$ cat config.mk
export PLATFORM = sky130hd
export DESIGN_NAME = serial_accum_adder
export DESIGN_NICKNAME = d
export VERILOG_FILES = /design/src/rtl/serial_accum_adder.sv
export SDC_FILE = /design/constraint.sdc
export NUM_CORES = 1
export LEC_CHECK = 0
export ABC_AREA = 1
export BUFFER_PORTS_ARGS = -buffer_cell sky130_fd_sc_hd__buf_2
export CAP_MARGIN = 20
export CORE_MARGIN = 5
export CORE_UTILIZATION = 35
export CTS_CLUSTER_DIAMETER = 80
export DETAILED_ROUTE_END_ITERATION = 10
export PLACE_DENSITY = 0.68
export SLEW_MARGIN = 0
export SYNTH_ARGS = -nofsm -noshare
export SYNTH_HDL_FRONTEND = slang
export SYNTH_SLANG_ARGS = --single-unit
export TNS_END_PERCENT = 10
$ cat constraint.sdc
create_clock -name clk -period 2 [get_ports clk]
set_input_delay 0.3 -clock clk [delete_from_list [all_inputs] [get_ports clk]]
set_output_delay 0.3 -clock clk [all_outputs]
set_load 0.03 [all_outputs]
$ cat src/rtl/serial_accum_adder.sv
module serial_accum_adder #(
  parameter int W = 8
) (
  input  logic         clk,
  input  logic         rst_n,
  input  logic         carry_clr,
  input  logic         load_a,
  input  logic [W-1:0] a_in,
  input  logic         load_b,
  input  logic [W-1:0] b_in,
  input  logic         start,
  output logic [W-1:0] acc_out,
  output logic         carry_out,
  output logic         busy,
  output logic         done
);
  localparam int CW = $clog2(W + 1);

  logic [W-1:0]  acc_q, add_q;
  logic [CW-1:0] bit_cnt;
  logic          cy_q, run_q, done_q;
  logic          fa_s, fa_c, last_bit;

  assign fa_s     = acc_q[0] ^ add_q[0] ^ cy_q;
  assign fa_c     = (acc_q[0] & add_q[0]) | (cy_q & (acc_q[0] ^ add_q[0]));
  assign last_bit = (bit_cnt == CW'(W - 1));

  always_ff @(posedge clk or negedge rst_n) begin
    if (!rst_n) begin
      acc_q   <= '0;
      add_q   <= '0;
      cy_q    <= 1'b0;
      run_q   <= 1'b0;
      done_q  <= 1'b0;
      bit_cnt <= '0;
    end else if (run_q) begin
      acc_q   <= {fa_s, acc_q[W-1:1]};
      add_q   <= {1'b0, add_q[W-1:1]};
      cy_q    <= fa_c;
      bit_cnt <= bit_cnt + 1'b1;
      run_q   <= !last_bit;
      done_q  <= last_bit;
    end else begin
      done_q <= 1'b0;
      if (load_a) acc_q <= a_in;
      if (load_b) add_q <= b_in;
      if (load_b || carry_clr || start) cy_q <= 1'b0;
      if (start) begin
        run_q   <= 1'b1;
        bit_cnt <= '0;
      end
    end
  end

  assign acc_out   = acc_q;
  assign carry_out = cy_q;
  assign busy      = run_q;
  assign done      = done_q;
endmodule

==> results of run 1 <==
-- per-layer routing --
layer	GRT usage, %	vias up	part of all wire, %
met1	13.8	405	45
met2	19.5	29	45
met3	4.79	5	9.0
met4	2.33	0	1.0
li1	-	462	-
met5	0	-	0
-- report_power, final --
part           leakage, nW  switching (mW)  internal [mW]
Sequential           0.290           0.166          0.665
Clock               0.0150           0.130         0.0779
Combinational        0.384           0.589          0.308
-- sequential cells by signal, indices dropped and copies added, names as in the netlist --
name and count:
bit_cnt 4, carry_out 1, busy 1, add_q 8
done 1, acc_out 8
-- stage by stage --
step / utilization (%) / worst slack, ns / power, mW / area [µm²] / hold slack [ns]
final: 43.2 / 0.529 / 1.94 / 1280 / 0.178
after global routing: 43.2 / 0.443 / 2.13 / 1280 / 0.170
after CTS: 43.2 / 0.494 / 1.98 / 1280 / 0.159
after detailed placement: 41.9 / 0.745 / 1.76 / 1250 / 0.304
after global placement: 41.9 / 0.803 / 1.72 / 1250 / 0.293
after floorplan: - / 0.661 / 1.51 / 1060 / 0.00441
-- cells in the final DEF, fill, tap and decap left out --
cell           count
o21ai_0            2
clkbuf_4           3
buf_4              1
o211ai_1           1
nor3_4             1
nand2_4            1
inv_2              1
fa_1               1
nand2_1           58
dlygate4sd3_1      1
buf_2             32
nand3_1           16
nor2_2             1
nand2_2            1
nor2_1             6
inv_1              9
dfrtp_1           23
clkbuf_1           1
ha_1               1
nor2_4             1
a21oi_1            1
-- path summary, 6_finish.rpt --
check	start	endpoint	slack (ns)	depth (start not counted)
max	busy$_DFF_PN0_	busy	0.53	1
min	b_in[7]	add_q[7]$_DFFE_PN0P_	0.18	3
max reg2reg	busy$_DFF_PN0_	acc_out[7]$_DFFE_PN0P_	0.73	3
min reg2reg	add_q[7]$_DFFE_PN0P_	add_q[7]$_DFFE_PN0P_	0.50	2
max in group asynchronous	rst_n	busy$_DFF_PN0_	1.17	2
min in group asynchronous	rst_n	acc_out[6]$_DFFE_PN0P_	0.48	2
-- logic make-up (layout without fill, tap and decap cells) --
family / after synthesis / count (layout) / share of synthesized area [%]
AOI/OAI and AO/OA: 4 / 4 / 2.12
and+or+nand+nor: 85 / 85 / 35.0
adders and majority gates: 2 / 2 / 3.06
DFF: 23 / 23 / 54.2
buffers and inverters: 12 / 48 / 5.65
-- area by class of cell --
class,count,share of cell area (%)
inverter,10,2.92
multi-input combinational,91,33.2
tap,33,3.21
sequential,23,44.8
timing repair buffer,34,13.8
clock buffer,4,2.04
-- cells in the mapped netlist (all sizes together) --
master / count
nor2: 8
buf: 2
a21oi: 1
o211ai: 1
nor3: 1
ha: 1
fa: 1
dfrtp: 23
inv: 10
nand3: 16
o21ai: 2
nand2: 60
-- repair_timing --
item,CTS,global route
hold endpoints to repair,23,0
buffers inserted,0,0
endpoints found under the setup margin,0,0
hold buffers,1,0
==> impl_results.md, run 1 <==
* Worst-path clk slew at 0.11 ns
* Sequential cell area at 576 µm²
* Via density per instance at 4.62
* GRT Residual Overflow at 0
* Drc violations at 0
* Num CTS Buffers at 3
* Drt wl/cell at 11.2 µm
* Initial core utilization at 35.7%
* Layout area overhead at 21.0%
* Synthesized area per cell at 8.43 µm²
* Die area at 4240 µm²
* CP top delay family: flip-flops
* Flops & latches, synth at 23
* Placer Congestion at 0.769
* Top cell type by total area after synthesis: dfrtp_1
* Core area at 2980 µm²
* Fin. max-slew vios at 0
* Fmax at 680 MHz
* Post-CTS Resized at 0
* Leak at 0.689 nW
* Multi-input gate area at 427 µm²
* Max-cap violations at 0
* Required @ worst endpoint at 1.70 ns
* Syn nets at 150
* Ports at 33
* Cell variety after synth at 17
* Total clock sinks at 23
* Slew @ Worst Pin at 0.512 ns
* Max stage delay on crit path at 0.59 ns
* Post-DP HPWL at 1.69 mm
* Buf/Inv on CP at 1
* Initial antenna violation count at 0
* Power Dens Cells at 1510 nW/µm²
* Layout cells sized above 1 at 25.9%
* Placed insts at 190
* Site row count at 20
* Antenna-violating nets left at 0
* Max FO, Critical Path at 13
* TritonCTS clock tree: done
* Clock Skews at 0.00239 ns
* Sequential share of the synthesized area at 54.2%
* # setup viols final at 0
* Startpoint Class: flop
* HP Class: in -> reg
* Crit-path slowest cell: dfrtp_1
* Clock latency at the later pin of the worst-skew pair at 0.31 ns
* Fin nets at 187
* Cells after Synth at 126
* Tmin final at 1.47 ns
* Peak supply drop at 0.536 mV
* Crit. End Element: output port
* Normalized max-slew margin at 65.8%
* Crit path kind: reg -> out
* Max Root-Sink Buffers at 2
* Area fraction of the dominant cell type after synthesis at 54.2%
* Die height at 65.1 µm
* Die Width at 65.1 µm
* Final setup TNS at 0 ns
* Final WL at 2.19 mm
* Routed vias at 901
* Hold Fails Final Rpt at 0
* Clock root cell: clkbuf_4
* Htree depth at 1
* TritonRoute pass-1 iters at 4
* Fill cells at 305
* Vias in the first global route at 940
* Crit path cell chain: buf_2
* Largest net degree at the start of global routing at 24
* RSZ-0062 raised after global routing: false
* Number of synthesis warnings at 0
* First-pass GRT wire length at 3.86 mm
* N_diodes at 0
* Synth area leaders: dfrtp_1 (54%), nand2_1 (20%), nand3_1 (7.5%)
* DR iter-0 viols at 60
* Run status: completed
* Non-filler cells, final at 195
* Mapped cell area at 1060 µm²
* Fin crit share at 73.6%
* Total track usage at 11.5%
* Worst EP arrival at 1.17 ns
* Port bufs at 32
Power figures use the tool's default switching activity.
==> run 2, diff against run 1 <==
--- a/config.mk
+++ b/config.mk
@@ -12,7 +12,7 @@
 export CORE_UTILIZATION = 35
 export CTS_CLUSTER_DIAMETER = 80
 export DETAILED_ROUTE_END_ITERATION = 10
-export PLACE_DENSITY = 0.68
+export PLACE_DENSITY = 0.7
 export SLEW_MARGIN = 0
 export SYNTH_ARGS = -nofsm -noshare
 export SYNTH_HDL_FRONTEND = slang
==> constraint.sdc (replaced) <==
create_clock -name clk -period 1.2 [get_ports clk]
set_input_delay 0.18 -clock clk [delete_from_list [all_inputs] [get_ports clk]]
set_output_delay 0.18 -clock clk [all_outputs]
set_load 0.03 [all_outputs]
==> run 2 against run 1 <==
  * The flow now finishes with violations (negative setup slack)
  * Clock-buffer cell count did not move
  * Global-route usage increased by 0.97 points
  * Die area unchanged
  * Cell count rose by 4.1%
  * Sequential power grew 62%
  * Clock skew increased by 0.0022 ns
  * Non-clock buffer count rose by 8
  * Utilization up 3.4 points
==> impl_results.md, run 2 (synthesized netlist as in run 1, its figures left out) <==
* Run status: finished with violations
* Failing checks: negative setup slack
* Flop2flop setup slack at 0.03 ns (-0.70 ns)
* Fin worst setup slack at -0.00191 ns (-0.530 ns)
* Crit path kind: reg -> out
* DR iter-0 viols at 37 (-38%)
* Internal at 1.96 mW (+87%)
* Fin nets at 195 (+4.3%)
* TritonRoute pass-1 iters at 4 (unchanged)
* Hold Path Origin: b_in[7]
* Htree depth at 1 (unchanged)
* # setup viols final at 1 (+1)
* Largest net degree at the start of global routing at 24 (unchanged)
* Final WL at 2.37 mm (+8.3%)
* Ports at 33 (unchanged)
* Drc violations at 0 (unchanged)
* Worst-path clk slew at 0.13 ns (+0.02 ns)
* Placer Congestion at 0.737 (-4.1%)
* Clock root cell: clkbuf_4
* Vias in the first global route at 1001 (+6.5%)
* Max stage delay on crit path at 0.44 ns (-0.15 ns)
* Post-DP Area at 1310 µm² (+4.8%)
* Share of power burned in registers at 38.5% (-4.4 points)
* Post-DP HPWL at 1.77 mm (+4.5%)
* Hold Crit Endpoint: add_q[7]$_DFFE_PN0P_
* Buf/Inv on CP at 2 (+1)
* Clock latency at the later pin of the worst-skew pair at 0.31 ns (about the same)
* Initial antenna violation count at 0 (unchanged)
* Clock power frac at 10.2% (-0.5 points)
* GRT Residual Overflow at 0 (unchanged)
* Core area at 2980 µm² (unchanged)
* Site row count at 20 (unchanged)
* Required @ worst endpoint at 1.02 ns (-0.68 ns)
* Design Power at 3.51 mW (+81%)
* Antenna-violating nets left at 0 (unchanged)
* Fin crit share at 100%
* Initial core utilization at 35.7% (unchanged)
* Max FO, Critical Path at 4 (-9)
* Peak supply drop at 0.603 mV (+13%)
* Hold Fails Final Rpt at 0 (unchanged)
* Most common cell after layout, fill and taps aside: nand2_1
* Fmax at 832 MHz
* Die area at 4240 µm² (unchanged)
* Fin area at 1390 µm² (+7.9%)
* Layout area overhead at 30.5%
* Power share of the combinational group at 51.3% (+5.0 points)
* Crit-path most repeated cell: buf_6
* Final setup TNS at -0.00191 ns (-0.00191 ns)
* Normalized max-slew margin at 65.1% (-0.75 points)
* Num CTS Buffers at 3 (unchanged)
* Crit-path slowest cell: dfrtp_1
* Leak at 0.738 nW (+7.1%)
* Sw frac at 44.1% (-1.6 points)
* Routed vias at 945 (+4.9%)
* Power Dens Cells at 2530 nW/µm² (+68%)
* Layout cells sized above 1 at 33.5% (+7.6 points)
* NetSw at 1.55 mW (+75%)
* Clock Skews at 0.00461 ns (+0.00222 ns)
* Slew @ Worst Pin at 0.524 ns (+0.0112 ns)
* Worst r2r dst: acc_out[7]$_DFFE_PN0P_
* Max Root-Sink Buffers at 2 (unchanged)
* Fin. max-slew vios at 0 (unchanged)
* Worst EP arrival at 1.02 ns (-0.15 ns)
* Tmin final at 1.20 ns
* FF-to-FF path depth at 6 (+3)
* Drt wl/cell at 11.7 µm (+4.0%)
* Most frequent cells in the layout: nand2_1 (57), buf_2 (31), dfrtp_1 (21)
* HP Class: in -> reg
* RSZ-0062 raised after global routing: true
* N_diodes at 0 (unchanged)
* Crit. End Element: output port
* Via density per instance at 4.66 (+0.75%)
* FF-to-FF Start: busy$_DFF_PN0_
* CP top delay family: flip-flops
* Max-cap violations at 0 (unchanged)
* Die Width at 65.1 µm (unchanged)
* Total clock sinks at 23 (unchanged)
* Die height at 65.1 µm (unchanged)
* First-pass GRT wire length at 4.17 mm (+8.2%)
* Hold Path Stages at 3 (unchanged)
* Port bufs at 32 (unchanged)
* Crit path cell chain: buf_6, buf_6
* Total track usage at 12.5% (+0.97 points)
* Startpoint Class: flop
* TritonCTS clock tree: done
[run 2: timing repair]
action / in CTS / in global routing
hold endpoints to repair: 23 / 0
hold buffers: 1 / 0
endpoints found under the setup margin: 1 / 9
setup buffers: 2 / 0
resized for setup: 3 / 5
pin swaps: 0 / 1
[run 2: routing by layer]
| metal | vias up | global-route usage [%] | routed length, µm |
|---|---|---|---|
| met5 | - | 0 | 0 |
| met4 | 0 | 6.22 | 33 |
| met3 | 2 | 1.71 | 160 |
| met2 | 27 | 22.3 | 1150 |
| met1 | 436 | 14.6 | 1030 |
| li1 | 480 | - | - |
[run 2: worst max path at each step]
stage                     startpoint                      to  slack (ns)  depth (start not counted)
2_1_floorplan  carry_out$_DFFE_PN0P_  acc_out[7]$_DFFE_PN0P_       0.008                          3
3_3_place_gp    add_q[0]$_DFFE_PN0P_  acc_out[7]$_DFFE_PN0P_         0.1                          3
3_5_place_dp          busy$_DFF_PN0_  acc_out[7]$_DFFE_PN0P_        0.07                          5
4_1_cts               busy$_DFF_PN0_                    busy       -0.02                          2
5_1_grt               busy$_DFF_PN0_  acc_out[7]$_DFFE_PN0P_       -0.04                          6
6_report              busy$_DFF_PN0_                    busy      -0.002                          2
[run 2: worst reg2reg max path, stage by stage (launching register included)]
cell	delay, ns
dfrtp_1	0.44
buf_6	0.15
buf_4	0.15
nor2_4	0.11
buf_6	0.13
nand2_2	0.05
o211ai_1	0.08
[run 2: area by class of cell]
cell class                 count  area, µm²
fill                         286       1590
sequential                    23        578
multi-input combinational     91        439
timing repair buffer          42        264
tap                           33       41.3
inverter                      10       37.5
clock buffer                   4       26.3
[run 2: through the flow]
| step | util [%] | setup WS [ns] | instances | hold WS, ns |
|---|---|---|---|---|
| floorplan | - | 0.00781 | 126 | -0.116 |
| global placement | 43.9 | 0.0980 | 196 | 0.176 |
| detailed placement | 43.9 | 0.0688 | 196 | 0.188 |
| CTS | 46.0 | -0.0208 | 203 | 0.0567 |
| global route | 46.6 | -0.0448 | 203 | 0.0699 |
| finish | 46.6 | -0.00191 | 203 | 0.0647 |
[run 2: power groups by stage]
| stage | Clock, mW | Combinational (mW) | Sequential (mW) |
|---|---|---|---|
| final | 0.357 | 1.80 | 1.35 |
| after global routing | 0.405 | 2.03 | 1.40 |
| after CTS | 0.380 | 1.79 | 1.36 |
| after detailed placement | 0 | 1.71 | 1.37 |
| after global placement | 0 | 1.66 | 1.35 |
| after floorplan | 0 | 0.851 | 1.68 |
